### src/rtl/psram_pkg.sv
// Shared types and timing helpers for the pseudo-static RAM controller.
// Assumes all timing parameters are non-negative nanosecond values.
package psram_pkg;

    typedef enum logic [1:0] {
        ST_IDLE = 2'd0,
        ST_ACC  = 2'd1,
        ST_GAP  = 2'd2
    } psram_state_t;

    // Rounds a nanosecond figure up to whole clock cycles.
    function automatic int unsigned ns2cyc(input int unsigned ns, input int unsigned clk_ns);
        return (ns + clk_ns - 1) / clk_ns;
    endfunction

    // Larger of two cycle counts.
    function automatic int unsigned imax(input int unsigned a, input int unsigned b);
        return (a > b) ? a : b;
    endfunction

endpackage

### src/rtl/psram_phase_ctr.sv
// Phase counter shared by the access and gap states.
// Clears to zero on restart and otherwise counts up, saturating at all ones.
module psram_phase_ctr #(
    parameter int unsigned W = 4
) (
    input  logic         clk,
    input  logic         rst_n,
    input  logic         restart,
    output logic [W-1:0] cnt
);

    // Count cycles since the last restart.
    always_ff @(posedge clk) begin
        if (!rst_n || restart)
            cnt <= '0;
        else if (cnt != '1)
            cnt <= cnt + 1'b1;
    end

endmodule

### src/rtl/psram_ce_guard.sv
// Watches chip enable and flags when one more access would push the
// low period past LIMIT_CYC cycles. Assumes LIMIT_CYC >= ACC_CYC.
module psram_ce_guard #(
    parameter int unsigned LIMIT_CYC = 800,
    parameter int unsigned ACC_CYC   = 7
) (
    input  logic clk,
    input  logic rst_n,
    input  logic ce_n,
    output logic near_limit
);

    localparam int unsigned CW = $clog2(LIMIT_CYC + 1);
    localparam logic [CW-1:0] TRIP = CW'(LIMIT_CYC - ACC_CYC);
    localparam logic [CW-1:0] TOP  = CW'(LIMIT_CYC);

    logic [CW-1:0] low_run;

    // Number of earlier consecutive cycles with chip enable low.
    always_ff @(posedge clk) begin
        if (!rst_n || ce_n)
            low_run <= '0;
        else if (low_run != TOP)
            low_run <= low_run + 1'b1;
    end

    assign near_limit = !ce_n && (low_run >= TRIP);

endmodule

### src/rtl/psram_ctrl.sv
// Host-side controller for a hidden-refresh pseudo-static RAM.
// One request is one word access lasting ACC_CYC clocks. Back-to-back
// requests keep chip enable low. A guard forces a chip-enable-high gap
// of GAP_FORCE_CYC clocks before the low period would reach LIMIT_CYC.
// Assumes DW is a multiple of 8 and T_CE_MAX_NS covers at least one access.
module psram_ctrl
    import psram_pkg::*;
#(
    parameter int unsigned AW          = 20,
    parameter int unsigned DW          = 16,
    parameter int unsigned CLK_NS      = 10,
    parameter int unsigned T_RC_NS     = 70,
    parameter int unsigned T_AA_NS     = 70,
    parameter int unsigned T_WP_NS     = 50,
    parameter int unsigned T_WEH_NS    = 20,
    parameter int unsigned T_DH_NS     = 0,
    parameter int unsigned T_CEH_NS    = 10,
    parameter int unsigned T_AHC_NS    = 10,
    parameter int unsigned T_CE_MAX_NS = 8000
) (
    input  logic                clk,
    input  logic                rst_n,
    input  logic                req_valid,
    output logic                req_ready,
    input  logic                req_we,
    input  logic [AW-1:0]       req_addr,
    input  logic [DW-1:0]       req_wdata,
    input  logic [DW/8-1:0]     req_be,
    output logic                rsp_valid,
    output logic [DW-1:0]       rsp_rdata,
    output logic [AW-1:0]       mem_addr,
    output logic                mem_ce_n,
    output logic                mem_we_n,
    output logic                mem_oe_n,
    output logic [DW/8-1:0]     mem_be_n,
    output logic [DW-1:0]       mem_dq_out,
    output logic                mem_dq_oe,
    input  logic [DW-1:0]       mem_dq_in
);

    localparam int unsigned LANES         = DW / 8;
    localparam int unsigned RC_CYC        = ns2cyc(T_RC_NS, CLK_NS);
    localparam int unsigned AA_CYC        = ns2cyc(T_AA_NS, CLK_NS);
    localparam int unsigned WP_CYC        = ns2cyc(T_WP_NS, CLK_NS);
    localparam int unsigned WEH_CYC       = ns2cyc(T_WEH_NS, CLK_NS);
    localparam int unsigned DH_CYC        = ns2cyc(T_DH_NS, CLK_NS);
    localparam int unsigned ACC_CYC       = imax(imax(RC_CYC, AA_CYC),
                                                 imax(WP_CYC + WEH_CYC, WP_CYC + DH_CYC));
    localparam int unsigned GAP_MIN_CYC   = imax(imax(ns2cyc(T_CEH_NS, CLK_NS),
                                                      ns2cyc(T_AHC_NS, CLK_NS)), 1);
    localparam int unsigned GAP_FORCE_CYC = imax(RC_CYC, GAP_MIN_CYC);
    localparam int unsigned LIMIT_CYC     = T_CE_MAX_NS / CLK_NS;
    localparam int unsigned PH_W          = $clog2(imax(ACC_CYC, GAP_FORCE_CYC) + 1);

    localparam logic [PH_W-1:0] PH_ACC_LAST  = PH_W'(ACC_CYC - 1);
    localparam logic [PH_W-1:0] PH_WE_END    = PH_W'(WP_CYC);
    localparam logic [PH_W-1:0] PH_DRV_END   = PH_W'(WP_CYC + DH_CYC);
    localparam logic [PH_W-1:0] PH_GAP_SHORT = PH_W'(GAP_MIN_CYC - 1);
    localparam logic [PH_W-1:0] PH_GAP_LONG  = PH_W'(GAP_FORCE_CYC - 1);

    psram_state_t     st_q;
    logic [PH_W-1:0]  phase;
    logic             near_limit;
    logic             force_q;
    logic             acc_last;
    logic             gap_done;
    logic             accept;
    logic             restart;
    logic             in_acc;
    logic [AW-1:0]    addr_q;
    logic             we_q;
    logic [DW-1:0]    wdata_q;
    logic [LANES-1:0] be_q;
    logic [DW-1:0]    rd_masked;
    logic             rsp_valid_q;
    logic [DW-1:0]    rdata_q;

    psram_phase_ctr #(.W(PH_W)) i_phase (
        .clk     (clk),
        .rst_n   (rst_n),
        .restart (restart),
        .cnt     (phase)
    );

    psram_ce_guard #(.LIMIT_CYC(LIMIT_CYC), .ACC_CYC(ACC_CYC)) i_guard (
        .clk        (clk),
        .rst_n      (rst_n),
        .ce_n       (mem_ce_n),
        .near_limit (near_limit)
    );

    assign in_acc    = (st_q == ST_ACC);
    assign acc_last  = in_acc && (phase == PH_ACC_LAST);
    assign gap_done  = (st_q == ST_GAP) && (phase == (force_q ? PH_GAP_LONG : PH_GAP_SHORT));
    assign req_ready = (st_q == ST_IDLE) || (acc_last && !near_limit);
    assign accept    = req_valid && req_ready;
    assign restart   = accept || acc_last || gap_done;

    // Sequencing between idle, access and chip-enable-high gap.
    always_ff @(posedge clk) begin
        if (!rst_n) begin
            st_q <= ST_IDLE;
        end else begin
            unique case (st_q)
                ST_IDLE: if (accept) st_q <= ST_ACC;
                ST_ACC:  if (acc_last && !accept) st_q <= ST_GAP;
                ST_GAP:  if (gap_done) st_q <= ST_IDLE;
                default: st_q <= ST_IDLE;
            endcase
        end
    end

    // Choose the gap length when an access closes.
    always_ff @(posedge clk) begin
        if (!rst_n)
            force_q <= 1'b0;
        else if (acc_last)
            force_q <= near_limit;
    end

    // Capture the accepted request for the whole access.
    always_ff @(posedge clk) begin
        if (!rst_n) begin
            addr_q  <= '0;
            we_q    <= 1'b0;
            wdata_q <= '0;
            be_q    <= '0;
        end else if (accept) begin
            addr_q  <= req_addr;
            we_q    <= req_we;
            wdata_q <= req_wdata;
            be_q    <= req_be;
        end
    end

    // Zero the lanes the request did not select.
    for (genvar l = 0; l < LANES; l++) begin : g_lane
        assign rd_masked[8*l +: 8] = be_q[l] ? mem_dq_in[8*l +: 8] : 8'h00;
    end

    // Sample read data on the final cycle of a read access.
    always_ff @(posedge clk) begin
        if (!rst_n) begin
            rsp_valid_q <= 1'b0;
            rdata_q     <= '0;
        end else begin
            rsp_valid_q <= acc_last && !we_q;
            if (acc_last && !we_q)
                rdata_q <= rd_masked;
        end
    end

    assign rsp_valid  = rsp_valid_q;
    assign rsp_rdata  = rdata_q;
    assign mem_addr   = addr_q;
    assign mem_dq_out = wdata_q;
    assign mem_ce_n   = !in_acc;
    assign mem_oe_n   = !(in_acc && !we_q);
    assign mem_we_n   = !(in_acc && we_q && (phase < PH_WE_END));
    assign mem_dq_oe  = in_acc && we_q && (phase < PH_DRV_END);
    assign mem_be_n   = in_acc ? ~be_q : '1;

endmodule

### config.mk
export PLATFORM = sky130hd
export DESIGN_NAME = psram_ctrl
export DESIGN_NICKNAME = d
export VERILOG_FILES = /design/src/rtl/psram_pkg.sv /design/src/rtl/psram_phase_ctr.sv /design/src/rtl/psram_ce_guard.sv /design/src/rtl/psram_ctrl.sv
export SDC_FILE = /design/constraint.sdc
export NUM_CORES = 1
export LEC_CHECK = 0
export BUFFER_PORTS_ARGS = -buffer_cell sky130_fd_sc_hd__buf_2
export CORE_ASPECT_RATIO = 1.2
export CORE_MARGIN = 1
export CORE_UTILIZATION = 30
export CTS_BUF_LIST = sky130_fd_sc_hd__clkbuf_4 sky130_fd_sc_hd__clkbuf_8
export CTS_CLUSTER_SIZE = 28
export DETAILED_ROUTE_END_ITERATION = 6
export GPL_TIMING_DRIVEN = 0
export HOLD_SLACK_MARGIN = 0.02
export PLACE_DENSITY = 0.65
export SLEW_MARGIN = 10
export SYNTH_ARGS = -nofsm -noshare
export SYNTH_HDL_FRONTEND = slang
export SYNTH_SLANG_ARGS = --single-unit
### constraint.sdc
create_clock -name clk -period 4.05 [get_ports clk]
set_clock_uncertainty 0.05 [all_clocks]
set_input_delay 0.405 -clock clk [delete_from_list [all_inputs] [get_ports clk]]
set_output_delay 0.405 -clock clk [all_outputs]
set_load 0.05 [all_outputs]
* Word-level counts from Yosys, hierarchy flattened
Index checks and enable logic that the tools add are counted.
Operators by class: bitwise gates (word level) 1, equal/unequal tests 9, reduce and logical (&&, ||, !) cells 24, magnitude comparators 2, $add $sub $neg 2, mux-type cells 8
Operator list (count):
- 8-bit 2-to-1 mux | 2
- 10-bit by 1-bit adder with 10-bit output (second input constant) | 1
- 10-bit greater-or-equal comparator (second input constant) | 1
- 1-bit logical AND | 10
- 10-bit != test (second input constant) | 1
- 2-bit 2-to-1 mux | 4
- 1-bit logical NOT | 7
- 2-bit case mux with 3 select lines | 1
- 1-bit logical OR | 5
- 2-bit != test (second input constant) | 2
- 3-bit by 1-bit adder with 3-bit output (second input constant) | 1
- 3-bit == test | 1
- 3-bit == test (second input constant) | 1
- 3-bit < comparator (second input constant) | 1
- 3-bit 2-to-1 mux | 1
- 3-bit != test (second input constant) | 1
- 3-bit AND reduction | 1
- 2-bit by 1-bit == test with 1-bit output (second input constant) | 1
- 2-bit == test (second input constant) | 1
- 2-bit logical NOT | 1
- 2-bit by 1-bit != test with 1-bit output (second input constant) | 1
- 2-bit NOT | 1
Word-level totals: output and inout bits 60, register bits after elaboration 72, word-level logic and storage cells 56

* Longest topological paths before layout
Gate-level depths: netlist (run 1).
depth in word-level cells 10, gate-level depth with buffers 9, mapped depth without buffers 7

* Modules after synthesis
From an unflattened synthesis (run 1), not the netlist that was laid out.
Second synthesis, totals: cells, all modules 356, area total of the unflattened synthesis 3178.0 um^2
Modules (own cells, without submodules):
- psram_ctrl | cells an instance 280, area an instance 2482.4 um^2, instances 1
- psram_ce_guard | cells an instance 64, area an instance 564.3 um^2, instances 1
- psram_phase_ctr | cells an instance 12, area an instance 131.4 um^2, instances 1

* Worst setup path after synthesis (run 1)
No wires, ideal clock.
kind reg-to-reg, start point register i_guard.low_run[1], end point register be_q[0], path buffers 2, path slack 1552 ps, cell stages (with the launch flop) 10, period minus slack after synthesis 2498 ps, arrival time 2377 ps, data required time 3928 ps, cell sequence dfxtp_1 inv_1 ha_1 nor2b_1 nor4_4 o31ai_2 and2_1 buf_6 buf_6 mux2i_1
On the way: longest elaborated chain between the ends 6
RTL lines:
- from (decl) | RTL line psram_ce_guard.sv:17 | logic [CW-1:0] low_run;
- from (signal assigned) | RTL line psram_ce_guard.sv:24 | low_run <= low_run + 1'b1;
- 10-bit greater-or-equal comparator | RTL line psram_ce_guard.sv:27 | assign near_limit = !ce_n && (low_run >= TRIP);
- 1-bit logical AND | RTL line psram_ce_guard.sv:27
- 1-bit logical NOT | RTL line psram_ctrl.sv:95 | assign req_ready = (st_q == ST_IDLE) || (acc_last && !near_limit);
- 1-bit logical AND | RTL line psram_ctrl.sv:95
- 1-bit logical OR | RTL line psram_ctrl.sv:95
- net req_ready | RTL line psram_ctrl.sv:24 | output logic req_ready,
- 1-bit logical AND | RTL line psram_ctrl.sv:96 | assign accept = req_valid && req_ready;
- to (signal assigned) | RTL line psram_ctrl.sv:132 | be_q <= req_be;
- to (decl) | RTL line psram_ctrl.sv:73 | logic [LANES-1:0] be_q;
The timed path passes the listed nets, and every way through them passes these cells. A chain may end at the register's enable or synchronous reset.

* Final worst setup path (run 1)
start point register i_guard.low_run[1], end point output port req_ready
On the way: longest elaborated chain between the ends 5
RTL lines (RTL line):
- 10-bit greater-or-equal comparator | psram_ce_guard.sv:27
- 1-bit logical AND | psram_ce_guard.sv:27
- 1-bit logical NOT | psram_ctrl.sv:95
- 1-bit logical AND | psram_ctrl.sv:95
- 1-bit logical OR | psram_ctrl.sv:95
- to (decl) | psram_ctrl.sv:24
Every way passes these cells.

==> results of run 1 <==
## worst paths after layout
kind	startpoint	to	slack, ns	cells past startpoint
worst max-delay path	i_guard.low_run[1]$_SDFFE_PP0P_	req_ready	1.57	6
worst min-delay path	mem_dq_in[14]	rsp_rdata[14]$_SDFFE_PN0P_	0.22	2
worst max register to register	i_guard.low_run[1]$_SDFFE_PP0P_	mem_addr[15]$_SDFFE_PN0P_	1.87	9
worst min register to register	mem_dq_out[11]$_SDFFE_PN0P_	mem_dq_out[11]$_SDFFE_PN0P_	0.41	2
## per-stage QoR
stage / setup slack, ns / util [%] / area, µm²
final: 1.575 / 41.12 / 3933
after global routing: 1.416 / 41.12 / 3933
after CTS: 1.544 / 41.12 / 3933
after detailed placement: 1.878 / 38.85 / 3716
after global placement: 1.926 / 38.85 / 3716
after floorplan: 1.552 / - / 2977
## state kept, by name, indices dropped and copies added, names as in the netlist
name	flops
rsp_valid	1
we_q	1
mem_addr	20
rsp_rdata	16
st_q	2
mem_dq_out	16
i_guard.low_run	10
be_q	2
force_q	1
i_phase.cnt	3
## per-layer routing
metal / vias up / GRT usage (%) / wire length, µm / part of all wire [%]
li1: 1321 / - / - / -
met1: 1210 / 16.06 / 3146 / 44
met2: 82 / 24.26 / 3366 / 47
met3: 8 / 5.281 / 521 / 7.3
met4: 0 / 5.128 / 100 / 1.4
met5: - / 0 / 0 / 0
## power by group through the flow
stage                     combinational, mW  sequential, mW  clock [mW]
after global routing                  0.284           0.759       0.657
final                                 0.264           0.755       0.599
after floorplan                       0.102           0.855           0
after CTS                             0.268           0.755       0.623
after detailed placement              0.267           0.772           0
after global placement                0.264           0.770           0
## cell usage in the layout (no fill, tap or decap), types with 4 or more instances in the layout
cell | synthesis | final
clkbuf_1 | 13 | 13
nand2_1 | 83 | 83
clkbuf_8 | 0 | 12
a21oi_1 | 6 | 6
mux2i_1 | 41 | 41
ha_1 | 7 | 7
nor2_1 | 12 | 12
a22o_1 | 16 | 16
nor3_1 | 4 | 4
dfxtp_1 | 72 | 72
nand3_1 | 12 | 12
buf_2 | 1 | 118
and3_1 | 5 | 5
buf_6 | 5 | 5
inv_1 | 6 | 6
xor2_1 | 8 | 8
## critical path, stage by stage (launching register included)
cell     delay (ns)
dfxtp_1        0.44
inv_1          0.12
ha_1           0.19
nor2b_1        0.21
nor4_4         0.08
o31ai_2        0.31
buf_2          0.33
## layout make-up
class | count | area [µm²] | area share [%]
Clock buffer | 12 | 165.2 | 4.200
Timing Repair Buffer | 117 | 585.6 | 14.89
Clock inverter | 4 | 51.30 | 1.304
Inverter | 6 | 22.52 | 0.5727
Multi-Input combinational cell | 218 | 1403 | 35.67
Buffer | 19 | 110.1 | 2.800
Tap cell | 123 | 153.9 | 3.913
Sequential cell | 72 | 1441 | 36.65
## logic make-up (layout without fill, tap and decap cells)
family / after synthesis / count (layout)
compound gates: 28 / 28
xor+xnor: 9 / 9
fa+ha+maj: 7 / 7
buf+inv: 25 / 158
flops: 72 / 72
mux: 41 / 41
simple gates: 133 / 133
==> results.sh, run 1 <==
export IMPL_drtAntennaViolNets=0
export IMPL_whs_ns=0.2189
export IMPL_setup_viol=0
export IMPL_die_y_um=111.1
export IMPL_synth_compound_area_share_pct=7.440
export IMPL_die_area_um2=10330
export IMPL_internal_power_mw=1.156
export IMPL_num_fill_cells=980
export IMPL_antenna_found_initial=0
export IMPL_synthesis_nets=380
export IMPL_place_congestion=0.8047
export IMPL_synthXorXnorAreaFrac_pct=2.648
export IMPL_cp_start_kind="register"
export IMPL_finalHoldViolations=0
export IMPL_syn_area_um2=2977
export IMPL_wl_per_cell_um=12.49
export IMPL_grt_overflow=0
export IMPL_async_reset_ff_share_pct=0
export IMPL_clk_pin_slew_ns=0.08
export IMPL_muxShareOfSynthArea_pct=13.79
export IMPL_finalCritPeriodShare_pct=61.12
export IMPL_rsz0062_at_grt="no"
export IMPL_synth_cells=315
export IMPL_post_cts_buffers=0
export IMPL_seqPwrFrac_pct=46.7
export IMPL_drtIter0Drc=67
export IMPL_max_freq_mhz=404.0
export IMPL_ys_top_cells_by_area="dfxtp_1 48%, mux2i_1 14%, nand2_1 10%"
export IMPL_cp_arrival_ns=2.02
export IMPL_yosysMostFrequentCell="nand2_1"
export IMPL_clkPwrFrac_pct=37.0
export IMPL_drtPass1Iterations=4
export IMPL_ys_ff_latch=72
export IMPL_maxCapViolations=0
export IMPL_worstPathRequired_ns=3.60
export IMPL_grt_use_total_pct=14.25
export IMPL_hp_class="primary input to register"
export IMPL_ctsResizeCount=0
export IMPL_worstSetupPathType="register to output port"
export IMPL_power_share_switching_pct=28.56
export IMPL_synth_adder_area_share_pct=2.942
export IMPL_drv_slew=0
export IMPL_grt_pass1_vias=2504
export IMPL_power_per_cell_area_nw_per_um2=411.5
export IMPL_ys_types=32
export IMPL_cts_hold_buf=0
export IMPL_peakVddDrop_mv=0.1717
export IMPL_worstMarginPinSlew_ns=0.4991
export IMPL_setup_tns_ns=0
export IMPL_drc=0
export IMPL_pwr_share_comb_pct=16.3
export IMPL_via_count=2621
export IMPL_wl_um=7134
export IMPL_ys_flop_type="dfxtp_1"
export IMPL_grt_start_max_net_pins=13
export IMPL_yosysWarningCount=0
export IMPL_area_growth_pct=32.11
export IMPL_p_sw_mw=0.4621
export IMPL_yosys_area_share_simple_pct=20.30
export IMPL_synth_seq_area_share_pct=48.42
export IMPL_syn_avg_cell_area_um2=9.450
export IMPL_yosys_area_top_type="dfxtp_1"
export IMPL_crit_path_end_kind="output port"
export IMPL_synth_edf_count=0
export IMPL_diodes=0
export IMPL_status="finished clean"
export IMPL_clockBufferDepth=2
export IMPL_layout_cells_non_filler=571
export IMPL_root_buffer="clkbuf_8"
export IMPL_finalPower_mw=1.618
export IMPL_grt_pass1_wl_um=11520
export IMPL_fin_crit_ns=2.475
export IMPL_hpwlAfterDp_um=5498
export IMPL_synthTopCellsByCount="83 x nand2_1, 72 x dfxtp_1, 41 x mux2i_1"
export IMPL_p_leak_nw=1.868
export IMPL_dp_cells=555
export IMPL_portBuffers=117
export IMPL_via_per_inst=4.590
export IMPL_htree_levels=3
export IMPL_synth_top_family_by_area="simple AND/OR/NAND/NOR gates"
export IMPL_slew_headroom_pct=66.55
export IMPL_initial_core_util_pct=31.12
export IMPL_fp_coreArea_um2=9564
export IMPL_tritoncts="done"
export IMPL_yosysTopAreaCellShare_pct=48.42
export IMPL_fin_nets=508
export IMPL_rows=39
export IMPL_cts_sinks=72
export IMPL_drive_above_1_share_pct=32.14
export IMPL_io_pins=118
export IMPL_clkLatencyLatePin_ns=0.34
export IMPL_die_x_um=92.93
export IMPL_cts_made_buffers=9
export IMPL_crit_fanout=7
Note: power is estimated with default switching activity, not from simulation.
==> run 2: changes to the inputs <==
--- a/config.mk
+++ b/config.mk
@@ -14,7 +14,7 @@
 export DETAILED_ROUTE_END_ITERATION = 6
 export GPL_TIMING_DRIVEN = 0
 export HOLD_SLACK_MARGIN = 0.02
-export PLACE_DENSITY = 0.65
+export PLACE_DENSITY = 0.67
 export SLEW_MARGIN = 10
 export SYNTH_ARGS = -nofsm -noshare
 export SYNTH_HDL_FRONTEND = slang
==> constraint.sdc (replaced) <==
create_clock -name clk -period 2.1 [get_ports clk]
set_clock_uncertainty 0.05 [all_clocks]
set_input_delay 0.21 -clock clk [delete_from_list [all_inputs] [get_ports clk]]
set_output_delay 0.21 -clock clk [all_outputs]
set_load 0.05 [all_outputs]
==> run 2 against run 1 <==
Effect of this change: critical path depth did not move; design area rose by 5.4%; utilization grew 2.2 points; clock power up 100%; critical path type unchanged; largest power group unchanged.
==> results.sh, run 2 (synthesis results as in run 1) <==
export IMPL_layout_commonest_cell="buf_2"
export IMPL_maxCapViolations=0
export IMPL_fin_ws_ns=0.08769
export IMPL_area_growth_pct=39.30
export IMPL_cp_arrival_ns=1.75
export IMPL_path_delay_family="simple AND/OR/NAND/NOR gates"
export IMPL_post_cts_buffers=0
export IMPL_p_sw_mw=0.9247
export IMPL_setup_viol=0
export IMPL_rows=39
export IMPL_clkPwrFrac_pct=37.6
export IMPL_worstSetupPathType="register to output port"
export IMPL_max_freq_mhz=496.9
export IMPL_htree_levels=3
export IMPL_worstPathRequired_ns=1.84
export IMPL_setup_tns_ns=0
export IMPL_dp_cells=555
export IMPL_clockBufferDepth=2
export IMPL_grt_use_total_pct=14.51
export IMPL_largest_reg_flops=20
export IMPL_drc=0
export IMPL_root_buffer="clkbuf_8"
export IMPL_layout_cells_non_filler=584
export IMPL_worstPathCellList="inv_4 > ha_4 > nor2b_4 > nor4_4 > o31ai_4 > clkbuf_4"
export IMPL_fin_nets=521
export IMPL_wl_per_cell_um=12.43
export IMPL_cts_made_buffers=9
export IMPL_rsz0062_at_grt="no"
export IMPL_wl_um=7262
export IMPL_post_place_ws_ns=0.1280
export IMPL_max_stage_delay_ns=0.41
export IMPL_crit_fanout=7
export IMPL_finalCritPeriodShare_pct=95.82
export IMPL_final_cell_mix="117 x buf_2, 83 x nand2_1, 70 x dfxtp_1"
export IMPL_hp_class="primary input to register"
export IMPL_die_area_um2=10330
export IMPL_p_leak_nw=1.953
export IMPL_die_x_um=92.93
export IMPL_clkLatencyLatePin_ns=0.35
export IMPL_fp_coreArea_um2=9564
export IMPL_clk_pin_slew_ns=0.08
export IMPL_antenna_found_initial=0
export IMPL_cts_sinks=72
export IMPL_pwr_share_comb_pct=16.9
export IMPL_initial_core_util_pct=31.12
export IMPL_critical_path_buf_inv_count=2
export IMPL_grt_overflow=0
export IMPL_peakVddDrop_mv=0.2646
export IMPL_grt_start_max_net_pins=14
export IMPL_place_congestion=0.7443
export IMPL_utilization_pct=43.35
export IMPL_cpMaxStageDelayCell="dfxtp_4"
export IMPL_via_count=2638
export IMPL_whs_ns=0.03289
export IMPL_cp_start_kind="register"
export IMPL_hpwlAfterDp_um=5399
export IMPL_power_per_cell_area_nw_per_um2=772.4
export IMPL_drtIter0Drc=109
export IMPL_power_share_switching_pct=28.87
export IMPL_seqPwrFrac_pct=45.5
export IMPL_drv_slew=0
export IMPL_portBuffers=117
export IMPL_drive_above_1_share_pct=33.41
export IMPL_diodes=0
export IMPL_crit_path_end_kind="output port"
export IMPL_num_fill_cells=924
export IMPL_internal_power_mw=2.278
export IMPL_drtAntennaViolNets=0
export IMPL_drtPass1Iterations=4
export IMPL_via_per_inst=4.517
export IMPL_slew_headroom_pct=65.16
export IMPL_finalHoldViolations=0
export IMPL_io_pins=118
export IMPL_status="finished clean"
export IMPL_fin_crit_ns=2.012
export IMPL_die_y_um=111.1
export IMPL_worstMarginPinSlew_ns=0.5226
export IMPL_grt_pass1_wl_um=11780
export IMPL_grt_pass1_vias=2574
export IMPL_tritoncts="done"
==> run 2: cell types whose count changed in the layout (fill, tap and decap cells not counted), sizes merged <==
cell | before | now
buf | 123 | 122
dlygate4sd3 | 0 | 13
bufinv | 1 | 2
clkbuf | 25 | 23
clkinvlp | 1 | 0
clkinv | 2 | 5
==> run 2: final cells by class <==
class	count	area (µm²)	share of cell area, %
Timing Repair Buffer	130	718.2	17.32
Multi-Input combinational cell	218	1451	35.00
Sequential cell	72	1449	34.94
Clock inverter	7	96.34	2.323
Inverter	6	27.53	0.6638
Buffer	19	126.4	3.048
Clock buffer	9	123.9	2.987
Tap cell	123	153.9	3.712
==> run 2: final timing paths <==
| kind | from | endpoint | slack, ns | cells after the start |
|---|---|---|---|---|
| setup / recovery | i_guard.low_run[0]$_SDFFE_PP0P_ | req_ready | 0.09 | 6 |
| hold / removal | mem_dq_in[9] | rsp_rdata[9]$_SDFFE_PN0P_ | 0.03 | 2 |
| setup reg to reg | i_guard.low_run[0]$_SDFFE_PP0P_ | st_q[0]$_SDFFE_PN0P_ | 0.15 | 9 |
| hold reg to reg | mem_addr[15]$_SDFFE_PN0P_ | mem_addr[15]$_SDFFE_PN0P_ | 0.41 | 2 |
==> run 2: metal layers <==
metal	vias up	share of wire (%)	GRT usage [%]
met5	-	0	0
met1	1205	42	16.17
li1	1340	-	-
met2	82	49	25.29
met3	11	7.8	4.870
met4	0	1.3	5.231
==> run 2: per-stage QoR <==
stage	area (µm²)	power [mW]
final	4146	3.203
after global routing	4146	3.341
after CTS	4140	3.242
after detailed placement	3790	2.013
after global placement	3790	2.006
after floorplan	3050	1.860
==> run 2: power by group through the flow <==
stage | clock, mW | combinational (mW) | sequential [mW]
6_report | 1.20 | 0.541 | 1.46
5_1_grt | 1.30 | 0.582 | 1.46
4_1_cts | 1.24 | 0.545 | 1.46
3_5_place_dp | 0 | 0.524 | 1.49
3_3_place_gp | 0 | 0.520 | 1.49
2_1_floorplan | 0 | 0.210 | 1.65
==> run 2: timing repair <==
action,in CTS,in global routing
setup endpoints to repair,0,11
resized for setup,0,4
hold buffers,13,0
hold endpoints to repair,13,0
==> run 3: changes to the inputs <==
--- a/config.mk
+++ b/config.mk
@@ -5,6 +5,7 @@
 export SDC_FILE = /design/constraint.sdc
 export NUM_CORES = 1
 export LEC_CHECK = 0
+export ABC_AREA = 1
 export BUFFER_PORTS_ARGS = -buffer_cell sky130_fd_sc_hd__buf_2
 export CORE_ASPECT_RATIO = 1.2
 export CORE_MARGIN = 1
==> run 3 against run 2 <==
Effect of this change: non-clock buffer count fell by 11; critical path depth increased by 1; first-iteration DRC count is 15% lower; cell count rose by 7.0%; utilization down 2.7 points; die area fell by 0.58%; combinational power increased by 2%; design area shrank 6.2%; register-to-register slack gained 0.24 ns; clock-buffer cell count increased by 5; sequential power about the same; largest cell class is now registers.
==> results.sh, run 3 <==
export IMPL_status="finished clean"
export IMPL_ys_types=29
export IMPL_synthesis_nets=436
export IMPL_hpwlAfterDp_um=5826
export IMPL_fin_crit_ns=1.901
export IMPL_grt_pass1_wl_um=12480
export IMPL_ys_top_cells_by_area="dfxtp_1 49%, nand3_1 11%, nand2_1 9.3%"
export IMPL_yosysTopAreaCellShare_pct=48.71
export IMPL_seq_area_um2=1445
export IMPL_num_fill_cells=1007
export IMPL_htree_levels=3
export IMPL_grt_start_max_net_pins=12
export IMPL_maxCapViolations=0
export IMPL_grt_busiest_layer="met2"
export IMPL_syn_avg_cell_area_um2=7.976
export IMPL_cts_hold_buf=0
export IMPL_drtIter0Drc=93
export IMPL_cts_sinks=72
export IMPL_yosys_area_top_type="dfxtp_1"
export IMPL_slew_headroom_pct=66.66
export IMPL_rsz0062_at_grt="no"
export IMPL_p_sw_mw=0.9256
export IMPL_place_congestion=0.7719
export IMPL_cts_made_buffers=9
export IMPL_drtAntennaViolNets=0
export IMPL_worstPathRequired_ns=1.84
export IMPL_synth_seq_area_share_pct=48.71
export IMPL_final_cell_mix="118 x buf_2, 73 x nand2_1, 69 x dfxtp_1"
export IMPL_wl_per_cell_um=12.31
export IMPL_clk_pin_slew_ns=0.07
export IMPL_path_delay_family="simple AND/OR/NAND/NOR gates"
export IMPL_clkPwrFrac_pct=34.3
export IMPL_multi_input_area_um2=1300
export IMPL_gr_usage_met3_pct=5.693
export IMPL_layout_cells_non_filler=625
export IMPL_largest_reg_flops=20
export IMPL_dp_cells=610
export IMPL_grt_use_total_pct=15.43
export IMPL_finalCritPeriodShare_pct=90.52
export IMPL_die_area_um2=10270
export IMPL_ys_ff_latch=72
export IMPL_worstMarginPinSlew_ns=0.5000
export IMPL_yosysMostFrequentCell="nand2_1"
export IMPL_cp_start_kind="register"
export IMPL_area_growth_pct=31.42
export IMPL_initial_core_util_pct=30.94
export IMPL_diodes=0
export IMPL_setup_viol=0
export IMPL_critical_path_buf_inv_count=2
export IMPL_grt_pass1_vias=2804
export IMPL_cpMaxStageDelayCell="dfxtp_1"
export IMPL_seqPwrFrac_pct=47.6
export IMPL_worstSetupPathType="register to output port"
export IMPL_p_leak_nw=1.740
export IMPL_power_per_cell_area_nw_per_um2=787.6
export IMPL_via_per_inst=4.646
export IMPL_crit_path_end_kind="output port"
export IMPL_post_place_ws_ns=0.3210
export IMPL_portBuffers=116
export IMPL_fin_nets=562
export IMPL_die_y_um=110.8
export IMPL_synth_cells=371
export IMPL_drc=0
export IMPL_internal_power_mw=2.137
export IMPL_finalHoldViolations=0
export IMPL_rows=39
export IMPL_drv_slew=0
export IMPL_hp_class="primary input to register"
export IMPL_io_pins=118
export IMPL_drive_above_1_share_pct=32.07
export IMPL_grt_util_met1_pct=16.61
export IMPL_synthTopCellsByCount="73 x nand2_1, 72 x dfxtp_1, 66 x nand3_1"
export IMPL_tritoncts="done"
export IMPL_antenna_found_initial=0
export IMPL_cp_arrival_ns=1.64
export IMPL_ys_flop_type="dfxtp_1"
export IMPL_use_met2_pct=27.36
export IMPL_max_freq_mhz=526.0
export IMPL_max_stage_delay_ns=0.35
export IMPL_root_buffer="clkbuf_8"
export IMPL_wl_um=7696
export IMPL_grt_overflow=0
export IMPL_via_count=2904
export IMPL_power_share_switching_pct=30.22
export IMPL_die_x_um=92.66
export IMPL_layout_commonest_cell="buf_2"
export IMPL_peakVddDrop_mv=0.3397
export IMPL_drtPass1Iterations=4
export IMPL_clockBufferDepth=2
export IMPL_syn_area_um2=2959
export IMPL_pwr_share_comb_pct=18.1
export IMPL_clkLatencyLatePin_ns=0.35
export IMPL_fin_ws_ns=0.1990
export IMPL_worstPathCellList="inv_1 > ha_1 > nand2_2 > nor2_4 > nand3_2 > nand2_4 > buf_6"
export IMPL_fp_coreArea_um2=9564
export IMPL_synth_edf_count=0
export IMPL_yosysWarningCount=0
export IMPL_setup_tns_ns=0
export IMPL_async_reset_ff_share_pct=0
export IMPL_crit_fanout=14
-- run 3: changes by cell type after synthesis, sizes merged, moves of 5 or more --
cell / previous run / this run
and3: 5 / 0
a21oi: 6 / 48
inv: 6 / 21
mux2i: 41 / 1
nand3: 12 / 68
buf: 6 / 12
a22o: 16 / 0
o21ai: 1 / 21
nor2: 12 / 19
-- run 3: power groups by stage --
| stage | clock network, mW | logic [mW] | registers [mW] |
|---|---|---|---|
| 6_report | 1.05 | 0.554 | 1.46 |
| 5_1_grt | 1.14 | 0.596 | 1.46 |
| 4_1_cts | 1.09 | 0.561 | 1.46 |
| 3_5_place_dp | 0 | 0.558 | 1.49 |
| 3_3_place_gp | 0 | 0.551 | 1.48 |
| 2_1_floorplan | 0 | 0.236 | 1.64 |
-- run 3: timing repair --
item | in CTS | in global routing
gates cloned | 0 | 0
resized for setup | 2 | 3
endpoints found under the setup margin | 1 | 1
pin swaps | 0 | 1
setup buffers | 0 | 0
-- run 3: cell families after synthesis --
logic type | Yosys count | share of synthesized area, %
simple gates | 173 | 27.44
buf+inv | 44 | 7.357
xor+xnor | 4 | 1.184
compound gates | 70 | 12.01
mux | 1 | 0.3383
flops | 72 | 48.71
fa+ha+maj | 7 | 2.960
-- run 3: final cells by class --
class	count	area share, %
Timing Repair Buffer	116	15.09
Multi-Input combinational cell	255	33.43
Inverter	21	2.027
Sequential cell	72	37.16
Clock inverter	2	0.3218
Clock buffer	14	4.633
Tap cell	123	3.958
Buffer	22	3.378
-- run 3: worst paths after layout --
| path | from | endpoint | slack (ns) | cells past startpoint |
|---|---|---|---|---|
| worst min-delay path | mem_dq_in[14] | rsp_rdata[14]$_SDFFE_PN0P_ | 0.07 | 3 |
| worst min register to register | mem_addr[1]$_SDFFE_PN0P_ | mem_addr[1]$_SDFFE_PN0P_ | 0.41 | 2 |
| worst max register to register | i_phase.cnt[0]$_SDFFE_PP0P_ | mem_dq_out[4]$_SDFFE_PN0P_ | 0.39 | 9 |
| worst max-delay path | i_phase.cnt[0]$_SDFFE_PP0P_ | req_ready | 0.20 | 7 |
-- run 3: per-stage QoR --
stage	util (%)	hold WS [ns]	total power [mW]	instance area, µm²
after global routing	40.66	0.06068	3.197	3889
after CTS	40.67	0.04847	3.107	3890
final	40.66	0.06894	3.063	3889
after detailed placement	38.62	0.3979	2.045	3694
after global placement	38.62	0.3942	2.035	3694
after floorplan	-	0.3132	1.877	2959
-- run 3: layer usage --
layer  routed length (µm)  vias up
met5                    0        -
met4                   87        0
met3                  532        7
met2                 3814       88
met1                 3261     1325
li1                     -     1484
-- run 3: worst min-delay path, cell delays in order --
cell and delay (ns):
buf_2 0.10, nand2_1 0.05, o21ai_1 0.06
